--- config.mk ---
export PLATFORM = sky130hd
export DESIGN_NAME = ipc_mailbox
export DESIGN_NICKNAME = d
export VERILOG_FILES = /design/src/rtl/ipc_mbox_pkg.sv /design/src/rtl/ipc_mbox_chan.sv /design/src/rtl/ipc_mbox_port.sv /design/src/rtl/ipc_mbox_irq.sv /design/src/rtl/ipc_mailbox.sv
export SDC_FILE = /design/constraint.sdc
export NUM_CORES = 2
export LEC_CHECK = 0
export BUFFER_PORTS_ARGS = -buffer_cell sky130_fd_sc_hd__buf_2
export CAP_MARGIN = 20
export CORE_MARGIN = 4
export CORE_UTILIZATION = 32
export DETAILED_ROUTE_END_ITERATION = 8
export PLACE_DENSITY = 0.46
export SLEW_MARGIN = 20
export SYNTH_ARGS = -nofsm -noshare
export SYNTH_HDL_FRONTEND = slang
export SYNTH_SLANG_ARGS = --single-unit
--- constraint.sdc ---
create_clock -name clk -period 4.4 [get_ports clk]
set_clock_uncertainty 0.15 [all_clocks]
set_input_delay 0.22 -clock clk [delete_from_list [all_inputs] [get_ports clk]]
set_output_delay 0.22 -clock clk [all_outputs]
set_load 0.01 [all_outputs]
--- src/rtl/ipc_mbox_pkg.sv ---
package ipc_mbox_pkg;

    localparam int ADDR_W = 9;

    // Register map offsets (byte addresses)
    localparam int OFS_REM_EN = 'h040;
    localparam int OFS_REM_ST = 'h050;
    localparam int OFS_LOC_EN = 'h060;
    localparam int OFS_LOC_ST = 'h070;
    localparam int OFS_FULL   = 'h100;
    localparam int OFS_CNT    = 'h140;
    localparam int OFS_DATA   = 'h180;

    typedef enum logic [1:0] {
        CH_EMPTY = 2'd0,
        CH_PART  = 2'd1,
        CH_FULL  = 2'd2
    } ch_state_e;

endpackage

--- src/rtl/ipc_mbox_chan.sv ---
module ipc_mbox_chan
    import ipc_mbox_pkg::*;
#(
    parameter int DEPTH = 4,
    parameter int DW    = 32,
    localparam int CW   = $clog2(DEPTH + 1),
    localparam int PW   = (DEPTH > 1) ? $clog2(DEPTH) : 1
) (
    input  logic          clk,
    input  logic          rst_n,
    input  logic          push,
    input  logic          pop,
    input  logic [DW-1:0] wdata,
    output logic [DW-1:0] head,
    output logic [CW-1:0] count,
    output logic          full,
    output logic          empty,
    output logic          push_ok
);

    ch_state_e     st_q, st_d;
    logic [CW-1:0] cnt_q;
    logic [PW-1:0] wp_q, rp_q;
    logic [DW-1:0] mem_q [DEPTH];
    logic          pop_ok;

    // Next-state logic: fill, top, drain, relieve
    always_comb begin
        st_d = st_q;
        unique case (st_q)
            CH_EMPTY: if (push_ok) st_d = CH_PART;
            CH_PART: begin
                if (push_ok && !pop_ok && cnt_q == CW'(DEPTH - 1))
                    st_d = CH_FULL;
                else if (pop_ok && !push_ok && cnt_q == CW'(1))
                    st_d = CH_EMPTY;
            end
            CH_FULL:  if (pop_ok) st_d = CH_PART;
            default:  st_d = CH_EMPTY;
        endcase
    end

    // State register
    always_ff @(posedge clk) begin
        if (!rst_n) st_q <= CH_EMPTY;
        else        st_q <= st_d;
    end

    // Outputs derived from the state
    always_comb begin
        full    = (st_q == CH_FULL);
        empty   = (st_q == CH_EMPTY);
        push_ok = push && (st_q != CH_FULL);
        pop_ok  = pop && (st_q != CH_EMPTY);
        head    = mem_q[rp_q];
        count   = cnt_q;
    end

    // Pointers and occupancy
    always_ff @(posedge clk) begin
        if (!rst_n) begin
            cnt_q <= '0;
            wp_q  <= '0;
            rp_q  <= '0;
        end else begin
            cnt_q <= cnt_q + CW'(push_ok) - CW'(pop_ok);
            if (push_ok) wp_q <= (wp_q == PW'(DEPTH - 1)) ? '0 : wp_q + PW'(1);
            if (pop_ok)  rp_q <= (rp_q == PW'(DEPTH - 1)) ? '0 : rp_q + PW'(1);
        end
    end

    // Storage, no reset needed: reads are gated by the count
    always_ff @(posedge clk) begin
        if (push_ok) mem_q[wp_q] <= wdata;
    end

endmodule

--- src/rtl/ipc_mbox_port.sv ---
module ipc_mbox_port
    import ipc_mbox_pkg::*;
#(
    parameter int NCH    = 8,
    parameter int DEPTH  = 4,
    parameter int DW     = 32,
    parameter bit IS_APP = 1'b1,
    localparam int CW    = $clog2(DEPTH + 1),
    localparam int IW    = 2 * NCH,
    localparam int NCW   = (NCH + 3) / 4
) (
    input  logic                     sel,
    input  logic                     wr,
    input  logic [ADDR_W-1:0]        addr,
    input  logic [NCH-1:0]           dir_rx,
    input  logic [NCH-1:0]           dir_tx,
    input  logic [NCH-1:0][CW-1:0]   cnt,
    input  logic [NCH-1:0]           full,
    input  logic [NCH-1:0][DW-1:0]   head,
    input  logic [IW-1:0]            own_en,
    input  logic [IW-1:0]            own_st,
    input  logic [IW-1:0]            peer_en,
    input  logic [IW-1:0]            peer_st,
    output logic [DW-1:0]            rdata,
    output logic [NCH-1:0]           push,
    output logic [NCH-1:0]           pop,
    output logic [NCW-1:0]           ctrl_wr,
    output logic                     en_wr,
    output logic                     st_wr
);

    logic [NCH-1:0] me_rx, me_tx;

    // The direction bits name the application side; the other port inverts them
    generate
        if (IS_APP) begin : g_app_view
            assign me_rx = dir_rx;
            assign me_tx = dir_tx;
        end else begin : g_cop_view
            assign me_rx = ~dir_rx;
            assign me_tx = ~dir_tx;
        end
    endgenerate

    logic rd, wt;
    assign rd = sel && !wr;
    assign wt = sel && wr;

    always_comb begin
        rdata   = '0;
        push    = '0;
        pop     = '0;
        ctrl_wr = '0;
        en_wr   = 1'b0;
        st_wr   = 1'b0;

        for (int w = 0; w < NCW; w++) begin
            if (addr == ADDR_W'(4 * w)) begin
                ctrl_wr[w] = wt;
                if (rd) begin
                    for (int k = 0; k < 4; k++) begin
                        if (4 * w + k < NCH) begin
                            rdata[8 * k]     = dir_rx[4 * w + k];
                            rdata[8 * k + 4] = dir_tx[4 * w + k];
                        end
                    end
                end
            end
        end

        if (addr == ADDR_W'(OFS_REM_EN) && rd) rdata = DW'(peer_en);
        if (addr == ADDR_W'(OFS_REM_ST) && rd) rdata = DW'(peer_st);
        if (addr == ADDR_W'(OFS_LOC_EN)) begin
            en_wr = wt;
            if (rd) rdata = DW'(own_en);
        end
        if (addr == ADDR_W'(OFS_LOC_ST)) begin
            st_wr = wt;
            if (rd) rdata = DW'(own_st);
        end

        for (int n = 0; n < NCH; n++) begin
            if (addr == ADDR_W'(OFS_FULL + 4 * n) && rd) rdata = DW'(full[n]);
            if (addr == ADDR_W'(OFS_CNT + 4 * n) && rd)  rdata = DW'(cnt[n]);
            if (addr == ADDR_W'(OFS_DATA + 4 * n)) begin
                push[n] = wt && me_tx[n];
                pop[n]  = rd && me_rx[n];
                if (rd && me_rx[n] && cnt[n] != '0) rdata = head[n];
            end
        end
    end

endmodule

--- src/rtl/ipc_mbox_irq.sv ---
module ipc_mbox_irq #(
    parameter int NCH = 8,
    localparam int IW = 2 * NCH
) (
    input  logic           clk,
    input  logic           rst_n,
    input  logic           en_wr,
    input  logic [IW-1:0]  en_wdata,
    input  logic [NCH-1:0] clr_rx,
    input  logic [NCH-1:0] rx_set,
    input  logic [NCH-1:0] empty,
    input  logic [NCH-1:0] me_tx,
    input  logic [NCH-1:0] full,
    output logic [IW-1:0]  en,
    output logic [IW-1:0]  st,
    output logic           irq
);

    logic [IW-1:0]  en_q;
    logic [NCH-1:0] rx_q;

    always_ff @(posedge clk) begin
        if (!rst_n) begin
            en_q <= '0;
            rx_q <= '0;
        end else begin
            if (en_wr) en_q <= en_wdata;
            for (int n = 0; n < NCH; n++) begin
                // A new arrival wins; a clear lands only on an empty queue
                if (rx_set[n])                 rx_q[n] <= 1'b1;
                else if (clr_rx[n] && empty[n]) rx_q[n] <= 1'b0;
            end
        end
    end

    always_comb begin
        for (int n = 0; n < NCH; n++) begin
            st[2 * n]     = rx_q[n];
            st[2 * n + 1] = me_tx[n] && !full[n];
        end
        en  = en_q;
        irq = |(en_q & st);
    end

endmodule

--- src/rtl/ipc_mailbox.sv ---
module ipc_mailbox
    import ipc_mbox_pkg::*;
#(
    parameter int NCH   = 8,
    parameter int DEPTH = 4,
    parameter int DW    = 32
) (
    input  logic              clk,
    input  logic              rst_n,
    input  logic              app_sel,
    input  logic              app_wr,
    input  logic [ADDR_W-1:0] app_addr,
    input  logic [DW-1:0]     app_wdata,
    output logic [DW-1:0]     app_rdata,
    output logic              app_irq,
    input  logic              cop_sel,
    input  logic              cop_wr,
    input  logic [ADDR_W-1:0] cop_addr,
    input  logic [DW-1:0]     cop_wdata,
    output logic [DW-1:0]     cop_rdata,
    output logic              cop_irq
);

    localparam int CW  = $clog2(DEPTH + 1);
    localparam int IW  = 2 * NCH;
    localparam int NCW = (NCH + 3) / 4;

    logic [NCH-1:0]         dir_rx_q, dir_tx_q;   // 1 = application side
    logic [NCH-1:0][CW-1:0] ch_cnt;
    logic [NCH-1:0][DW-1:0] ch_head;
    logic [NCH-1:0]         ch_full, ch_empty, ch_push_ok;
    logic [NCH-1:0]         app_push, app_pop, cop_push, cop_pop;
    logic [NCH-1:0]         app_clr, cop_clr;
    logic [NCW-1:0]         app_ctrl_wr, cop_ctrl_wr;
    logic                   app_en_wr, cop_en_wr, app_st_wr, cop_st_wr;
    logic [IW-1:0]          app_en, app_st, cop_en, cop_st;

    // Direction words: coprocessor wins a same-word collision
    always_ff @(posedge clk) begin
        if (!rst_n) begin
            dir_rx_q <= '0;
            dir_tx_q <= '0;
        end else begin
            for (int w = 0; w < NCW; w++) begin
                for (int k = 0; k < 4; k++) begin
                    if (4 * w + k < NCH) begin
                        if (cop_ctrl_wr[w]) begin
                            dir_rx_q[4 * w + k] <= cop_wdata[8 * k];
                            dir_tx_q[4 * w + k] <= cop_wdata[8 * k + 4];
                        end else if (app_ctrl_wr[w]) begin
                            dir_rx_q[4 * w + k] <= app_wdata[8 * k];
                            dir_tx_q[4 * w + k] <= app_wdata[8 * k + 4];
                        end
                    end
                end
            end
        end
    end

    generate
        for (genvar n = 0; n < NCH; n++) begin : g_ch
            ipc_mbox_chan #(.DEPTH(DEPTH), .DW(DW)) u_chan (
                .clk     (clk),
                .rst_n   (rst_n),
                .push    (app_push[n] | cop_push[n]),
                .pop     (app_pop[n] | cop_pop[n]),
                .wdata   (dir_tx_q[n] ? app_wdata : cop_wdata),
                .head    (ch_head[n]),
                .count   (ch_cnt[n]),
                .full    (ch_full[n]),
                .empty   (ch_empty[n]),
                .push_ok (ch_push_ok[n])
            );
            assign app_clr[n] = app_st_wr && app_wdata[2 * n];
            assign cop_clr[n] = cop_st_wr && cop_wdata[2 * n];
        end
    endgenerate

    ipc_mbox_port #(.NCH(NCH), .DEPTH(DEPTH), .DW(DW), .IS_APP(1'b1)) u_app_port (
        .sel (app_sel), .wr (app_wr), .addr (app_addr),
        .dir_rx (dir_rx_q), .dir_tx (dir_tx_q),
        .cnt (ch_cnt), .full (ch_full), .head (ch_head),
        .own_en (app_en), .own_st (app_st), .peer_en (cop_en), .peer_st (cop_st),
        .rdata (app_rdata), .push (app_push), .pop (app_pop),
        .ctrl_wr (app_ctrl_wr), .en_wr (app_en_wr), .st_wr (app_st_wr)
    );

    ipc_mbox_port #(.NCH(NCH), .DEPTH(DEPTH), .DW(DW), .IS_APP(1'b0)) u_cop_port (
        .sel (cop_sel), .wr (cop_wr), .addr (cop_addr),
        .dir_rx (dir_rx_q), .dir_tx (dir_tx_q),
        .cnt (ch_cnt), .full (ch_full), .head (ch_head),
        .own_en (cop_en), .own_st (cop_st), .peer_en (app_en), .peer_st (app_st),
        .rdata (cop_rdata), .push (cop_push), .pop (cop_pop),
        .ctrl_wr (cop_ctrl_wr), .en_wr (cop_en_wr), .st_wr (cop_st_wr)
    );

    ipc_mbox_irq #(.NCH(NCH)) u_app_irq (
        .clk (clk), .rst_n (rst_n),
        .en_wr (app_en_wr), .en_wdata (app_wdata[IW-1:0]), .clr_rx (app_clr),
        .rx_set (ch_push_ok & dir_rx_q), .empty (ch_empty),
        .me_tx (dir_tx_q), .full (ch_full),
        .en (app_en), .st (app_st), .irq (app_irq)
    );

    ipc_mbox_irq #(.NCH(NCH)) u_cop_irq (
        .clk (clk), .rst_n (rst_n),
        .en_wr (cop_en_wr), .en_wdata (cop_wdata[IW-1:0]), .clr_rx (cop_clr),
        .rx_set (ch_push_ok & ~dir_rx_q), .empty (ch_empty),
        .me_tx (~dir_tx_q), .full (ch_full),
        .en (cop_en), .st (cop_st), .irq (cop_irq)
    );

endmodule

# --- Yosys cells after proc, flatten, opt, wreduce, memory -nomap -nowiden ---
# Memories as Yosys holds them, arrays and structs flattened. A register that Yosys moved wholly into a read port is not among the register bits.
# Cells that the tools add are included.
op_classes:
  addsub: 32
  n_eq_ne: 138
  mux: 340
  bitwise: 22
  n_reduce_logical: 264
op_table:
  columns: ["operator", "count"]
  rows:
  - ["32-bit 2-to-1 mux", 78]
  - ["9-bit equality test, second input constant", 48]
  - ["1-bit logical AND", 184]
  - ["1-bit 2-to-1 mux", 184]
  - ["29-bit 2-to-1 mux", 6]
  - ["2-bit 2-to-1 mux", 64]
  - ["9-bit by 7-bit equality test with 1-bit output, second input constant", 8]
  - ["2-bit nonzero test", 26]
  - ["2-bit equality test, second input constant", 24]
  - ["2-bit != test, second input constant", 24]
  - ["2-bit one-hot mux with 3 select lines", 8]
  - ["2-bit by 1-bit adder with 2-bit output, second input constant", 16]
  - ["16-bit AND", 2]
  - ["16-bit OR reduction", 2]
  - ["1-bit zero test", 26]
  - ["3-bit by 1-bit adder with 3-bit output", 8]
  - ["3-bit by 1-bit equality test with 1-bit output, second input constant", 8]
  - ["3-bit by 2-bit equality test with 1-bit output, second input constant", 8]
  - ["3-bit by 1-bit != test with 1-bit output, second input constant", 8]
  - ["3-bit AND reduction", 8]
  - ["3-bit nonzero test", 8]
  - ["3-bit by 1-bit subtractor with 3-bit output", 8]
  - ["9-bit by 3-bit equality test with 1-bit output, second input constant", 2]
  - ["9-bit zero test", 2]
  - ["other kinds (5)", 36]
totals:
  ff_bits: 136
  ram_bits: 1024
  inputBits: 88
  memories: 8
memory_table:
  columns: ["memory", "depth", "word_bits", "read_ports", "rd_ports_with_merged_regs", "write_ports", "line_no", "source"]
  rows:
  - ["g_ch[0].u_chan.mem_q", 4, 32, 1, 1, 1, "ipc_mbox_chan.sv:24", "logic [DW-1:0] mem_q [DEPTH];"]
  - ["g_ch[1].u_chan.mem_q", 4, 32, 1, 1, 1, "ipc_mbox_chan.sv:24", null]
  - ["g_ch[2].u_chan.mem_q", 4, 32, 1, 1, 1, "ipc_mbox_chan.sv:24", null]
  - ["g_ch[3].u_chan.mem_q", 4, 32, 1, 1, 1, "ipc_mbox_chan.sv:24", null]
  - ["g_ch[4].u_chan.mem_q", 4, 32, 1, 1, 1, "ipc_mbox_chan.sv:24", null]
  - ["g_ch[5].u_chan.mem_q", 4, 32, 1, 1, 1, "ipc_mbox_chan.sv:24", null]
  - ["2 more memories", null, null, null, null, null, null, null]

# --- Logic depth before layout (Yosys ltp) ---
depth:
  ltp_word: 44
  depth_mapped: 15

# --- By module ---
# A second synthesis with hierarchy kept.
hier_totals:
  hier_cells: 3430
  hier_area_um2: 54571.1
by_module_without_submodules:
  columns: ["mod", "instances", "cells_per_inst", "area_per_inst_um2", "seq_area_each_um2"]
  rows:
  - ["ipc_mbox_chan (g_ch[2].u_chan ...)", 2, 232, 5267.6, 4063.9]
  - ["ipc_mbox_chan (g_ch[0].u_chan ...)", 2, 230, 5200.0, 4063.9]
  - ["ipc_mbox_chan (g_ch[6].u_chan ...)", 2, 231, 5186.2, 4063.9]
  - ["ipc_mbox_chan (g_ch[5].u_chan)", 1, 231, 5271.3, 4063.9]
  - ["ipc_mbox_chan (g_ch[3].u_chan)", 1, 232, 5183.7, 4063.9]
  - ["ipc_mailbox", 1, 426, 4443.0, 320.3]
  - ["ipc_mbox_port (u_app_port)", 1, 470, 3225.6, 0.0]
  - ["ipc_mbox_port (u_cop_port)", 1, 481, 3083.0, 0.0]
  - ["ipc_mbox_irq", 2, 102, 1028.5, 480.5]

# --- Worst setup path after synthesis ---
# No wires, ideal clock.
synth_path:
  kind: "input to register"
  startpoint: "in cop_addr[3]"
  endpoint: "reg g_ch[0].u_chan.cnt_q[2]"
  setup_time_ns: 0.115
  t_arrival_ns: 2.866
  setup_slack_ns: 1.269
  cell_stages: 14
  n_path_buf: 2
  path_cell_list: "or4_1 > buf_2 > buf_2 > nor3_1 > a31oi_1 > nor2_1 > ha_1 > inv_1 > ha_1 > inv_1 > fa_1 > xnor2_1 > xnor2_1 > and2_1"
synth_between:
  word_cells_on_any_way: 9
  cone_classes: "add/sub: 2; eq/ne: 1; mux: 2; bitwise: 2; reduce/logical: 2"
synth_rtl:
  columns: ["item", "line_no", "source"]
  rows:
  - ["start: declaration", "ipc_mailbox.sv:18", "input logic [ADDR_W-1:0] cop_addr,"]
  - ["9-bit equality test", "ipc_mbox_port.sv:85", "if (addr == ADDR_W'(OFS_DATA + 4 * n)) begin"]
  - ["1-bit 2-to-1 mux", "ipc_mbox_port.sv:85", null]
  - ["1-bit OR", "ipc_mailbox.sv:66", ".pop (app_pop[n] | cop_pop[n]),"]
  - ["1-bit logical AND", "ipc_mbox_chan.sv:54", "pop_ok = pop && (st_q != CH_EMPTY);"]
  - ["net g_ch[0].u_chan.pop_ok", "ipc_mbox_chan.sv:25", "logic pop_ok;"]
  - ["3-bit by 1-bit subtractor with 3-bit output", "ipc_mbox_chan.sv:66", "cnt_q <= cnt_q + CW'(push_ok) - CW'(pop_ok);"]
  - ["end signal: assignment", "ipc_mbox_chan.sv:66", null]
  - ["end: declaration", "ipc_mbox_chan.sv:22", "logic [CW-1:0] cnt_q;"]
# The timed path passes the listed nets, and every way through them passes these cells.
# A chain may end at the register's enable or synchronous reset.

# --- Final worst setup path ---
layout_path:
  startpoint: "reg g_ch[1].u_chan.cnt_q[1]"
  endpoint: "out app_rdata[28]"
layout_between:
  elab_chain_cells: 28
layout_rtl:
  columns: ["item", "line_no", "source"]
  rows:
  - ["start: declaration", "ipc_mbox_chan.sv:22", null]
  - ["start signal: assignment", "ipc_mbox_chan.sv:66", null]
  - ["3-bit nonzero test (*)", "ipc_mbox_port.sv:88", "if (rd && me_rx[n] && cnt[n] != '0) rdata = head[n];"]
  - ["1-bit logical AND (*)", "ipc_mbox_port.sv:88", null]
  - ["32-bit 2-to-1 mux (*)", "ipc_mbox_port.sv:88", null]
  - ["32-bit 2-to-1 mux (*)", "ipc_mbox_port.sv:85", null]
  - ["32-bit 2-to-1 mux (*)", "ipc_mbox_port.sv:83", "if (addr == ADDR_W'(OFS_FULL + 4 * n) && rd) rdata = DW'(full[n]);"]
  - ["32-bit 2-to-1 mux (*)", "ipc_mbox_port.sv:84", "if (addr == ADDR_W'(OFS_CNT + 4 * n) && rd) rdata = DW'(cnt[n]);"]
  - ["32-bit 2-to-1 mux", "ipc_mbox_port.sv:88", null]
  - ["32-bit 2-to-1 mux (*)", "ipc_mbox_port.sv:85", null]
  - ["(+12 left out)", null, null]
  - ["32-bit 2-to-1 mux (*)", "ipc_mbox_port.sv:83", null]
  - ["32-bit 2-to-1 mux (*)", "ipc_mbox_port.sv:84", null]
  - ["32-bit 2-to-1 mux", "ipc_mbox_port.sv:88", null]
  - ["32-bit 2-to-1 mux (*)", "ipc_mbox_port.sv:85", null]
  - ["32-bit 2-to-1 mux (*)", "ipc_mbox_port.sv:83", null]
  - ["32-bit 2-to-1 mux (*)", "ipc_mbox_port.sv:84", null]
  - ["32-bit 2-to-1 mux", "ipc_mbox_port.sv:88", null]
  - ["32-bit 2-to-1 mux (*)", "ipc_mbox_port.sv:85", null]
  - ["end: declaration", "ipc_mailbox.sv:14", "output logic [DW-1:0] app_rdata,"]
# Mark *: on every way between the ends. The rest lies on a longest branch, timed or not.

==> run_results.csv <==
group,metric,value,unit
setup_path,startpoint,"g_ch[1].u_chan.count[1]",
detailed_routing,vias_per_cell,5.98,
sta,max_freq,231,MHz
layout,fin_nets,3828,
setup_path,rrSetupSlack,1.05,ns
synth,synth_cell_types,90,
setup_path,crit_path_end_kind,"primary output",
synth,async_flop_share,0,%
setup_path,crit_buf_inv,1,
synth,synth_flop_cell,"edfxtp_1",
clock_network,clk_latency,0.78,ns
hold_path,hold_path_class,"input pin to flop",
sta,relSlewSlack,22.4,%
setup_path,worstPathMaxFanout,13,
sta,fin_crit_sh,98.6,%
setup_path,crit_path_cell_trace,"nor3_1 -> and4b_2 -> or4_1 -> o21ai_0 -> buf_2",
power_and_ir_drop,leakage,0.0203,uW
hold_path,hold_path_depth,2,
floorplan,die_y,415,um
setup_path,required,4.03,ns
synth,synth_top_area_cell,"edfxtp_1",
run_status,outcome,"finished with violations",
placed_design,dp_hpwl,155,mm
setup_path,r2r_end,"g_ch[7].u_chan.count[2]",
synth,synth_top_cells_by_area,"edfxtp_1, mux4_2, dfxtp_1, mux2_2, a22oi_1",
clock_network,cts-hold-fix-buffers,86,
placed_design,place_inst,5640,
global_routing,grt_pass1_vias,34700,
clock_network,cts_tree,"yes",
layout,final_util,38.4,%
synth,synth-edff-count,1024,
synth,synth_nets,3478,
layout,drive_gt1_share,31.0,%
floorplan,dieArea,0.172,mm^2
global_routing,antenna_found_initial,22,
power_and_ir_drop,powerDensity,377,mW/mm^2
sta,fin_ws,0.0623,ns
setup_path,crit-reg2reg-launch,"dir_rx_q[7]",
setup_path,rr_worst_depth,11,
detailed_routing,route.detailed.drc,10,
placed_design,place.gp.congestion,0.997,
detailed_routing,num_vias,35700,
floorplan,core_area,0.165,mm^2
clock_network,clockBufferDepth,3,
sta,finalHoldViolCount,0,
detailed_routing,routed_wirelength,224,mm
placed_design,port_buffers,153,
clock_network,cts_resized,0,
job,drv_cap,0,
power_and_ir_drop,total_power,23900,uW
floorplan,ios,154,
detailed_routing,drtIter0Drc,5200,
layout,areaGrowthSynthToFinish,19.3,%
layout,instances_no_fill,5979,
sta,period_minus_slack,4.34,ns
synth,ys_warn_count,0,
global_routing,grt_start_max_net_pins,105,
hold_path,whs_endpoint,"g_ch[7].u_chan.mem_q[0][26]",
synth,synthCells,3326,
clock_network,clk_pin_slew,0.05,ns
synth,synth_top_area_share,57.9,%
setup_path,slowest_stage,"o21ai_0",
floorplan,initial_core_util,32.2,%
setup_path,cp-start-kind,"flop",
setup_path,cp_data_arrival_time,3.97,ns
synth,ys_seq_area_share,63.7,%
synth,avgSynthCellArea,16.0,um^2
sta,fin_setup_tns,0,ns
floorplan,row_count,149,
clock_network,clockRootBuffer,"clkbuf_16",
global_routing,groute.usage.overall,25.5,%
run_status,violations,"design-rule violations",
clock_network,cts_sinks,1176,
clock_network,cts_inserted_buffers,137,
global_routing,grt_pass1_wl,303,mm
detailed_routing,post_drt_wl_per_cell,37.5,um
placed_design,pre_cts_ws,0.732,ns
setup_path,cpPeakStageDelay,0.87,ns
synth,synth_seq_cells,1176,
hold_path,min_from,"cop_wdata[26]",
setup_path,path_delay_family,"simple AND/OR/NAND/NOR gates",
detailed_routing,drt_pre_antenna_iters,9,
detailed_routing,ant_nets,0,
floorplan,fp.dieW,415,um
power_and_ir_drop,vdd_drop_max,0.000406,V
synth,netlist_area,0.0531,mm^2
sta,rsz0062_at_grt,"false",
sta,worst_slew_pin_slew,1.16,ns
global_routing,grt_overflow,0,
clock_network,post_cts_buffers,0,
sta,drv_slew,0,
clock_network,htree_levels,4,
setup_path,criticalPathCategory,"flop to primary output",
sta,setup_viol,0,
[metal layers]
layer | up-vias | track usage [%] | routed length [um] | share of wire (%)
met4 | 18 | 14.3 | 15200 | 6.8
met1 | 18700 | 33.2 | 89000 | 40
met3 | 565 | 5.07 | 18000 | 8.0
li1 | 14300 | - | - | -
met5 | - | 0 | 114 | 0.051
met2 | 2169 | 39.9 | 102000 | 45
[cells in the final DEF, fill, tap and decap left out, drive strengths merged, types with 82 or more instances in the layout]
| master | synthesis | layout |
|---|---|---|
| mux2 | 256 | 256 |
| buf | 115 | 369 |
| a222oi | 82 | 82 |
| nor2 | 100 | 100 |
| mux4 | 256 | 256 |
| edfxtp | 1024 | 1024 |
| dfxtp | 152 | 152 |
| dlygate4sd3 | 0 | 86 |
| a22oi | 115 | 115 |
| clkbuf | 129 | 175 |
| nand2 | 142 | 142 |
[layout make-up]
| type | count | area [um^2] |
|---|---|---|
| multi-input combinational | 1846 | 18200 |
| tap | 2189 | 2740 |
| clock inverter | 76 | 741 |
| antenna | 2 | 5.00 |
| sequential | 1176 | 33800 |
| clock buffer | 175 | 3660 |
| timing repair buffer | 455 | 3900 |
| fill | 15300 | 102000 |
| inverter | 60 | 225 |
[synthesized netlist by cell type, types with 58 or more instances]
| master | n |
|---|---|
| buf_2 | 76 |
| clkbuf_1 | 129 |
| a21oi_1 | 63 |
| nand2_1 | 140 |
| dfxtp_1 | 152 |
| edfxtp_1 | 1024 |
| inv_1 | 59 |
| nor2b_1 | 75 |
| nor2_1 | 99 |
| mux4_2 | 256 |
| nand3_1 | 75 |
| a222oi_1 | 82 |
| a22oi_1 | 115 |
| mux2_2 | 256 |
| and2_1 | 58 |
[worst max path at each step]
stage,end,slack [ns],cells past startpoint
5_1_grt,cop_rdata[24],0.05,11
2_1_floorplan,g_ch[0].u_chan.count[2],1.27,14
4_1_cts,app_rdata[28],0.06,5
3_3_place_gp,cop_rdata[24],0.70,10
3_5_place_dp,cop_rdata[24],0.73,10
6_report,app_rdata[28],0.06,5
[flip-flops by register name (all words and copies together), names as in the netlist, named ones only]
name and flops:
g_ch.u_chan.rp_q 16, u_app_irq.en 16, u_app_irq.rx_q 8, g_ch.u_chan.count 24, g_ch.u_chan.wp_q 16, u_cop_irq.rx_q 8
dir_rx_q 8, dir_tx_q 8, u_cop_irq.en 16, g_ch.u_chan.st_q 16, g_ch.u_chan.mem_q 1024
[cells by family (layout without fill, tap and decap cells)]
| family | count (synthesis) | after routing | share of synthesized area (%) |
|---|---|---|---|
| muxes | 558 | 558 | 17.2 |
| buffers and inverters | 304 | 766 | 2.36 |
| adders and majority gates | 64 | 64 | 1.62 |
| AOI/OAI and AO/OA | 548 | 548 | 8.01 |
| DFF | 1176 | 1176 | 63.7 |
| xor gates and xnor gates | 16 | 16 | 0.264 |
| other | 0 | 2 | 0 |
| and+or+nand+nor | 660 | 660 | 6.90 |
[through the flow]
stage / hold slack, ns / instance area (um^2)
2_1_floorplan: 0.215 / 53100
3_3_place_gp: 0.348 / 58000
3_5_place_dp: 0.345 / 58000
4_1_cts: 0.00150 / 63300
5_1_grt: 0.00771 / 63300
6_report: 0.0660 / 63300
[where the power goes]
| group | total [uW] | switching [uW] | internal, uW |
|---|---|---|---|
| Clock | 11200 | 4790 | 6370 |
| Sequential | 12100 | 1.52 | 12100 |
| Combinational | 636 | 428 | 208 |
| Total | 23900 | 5220 | 18700 |
Power figures use the tool's default switching activity.
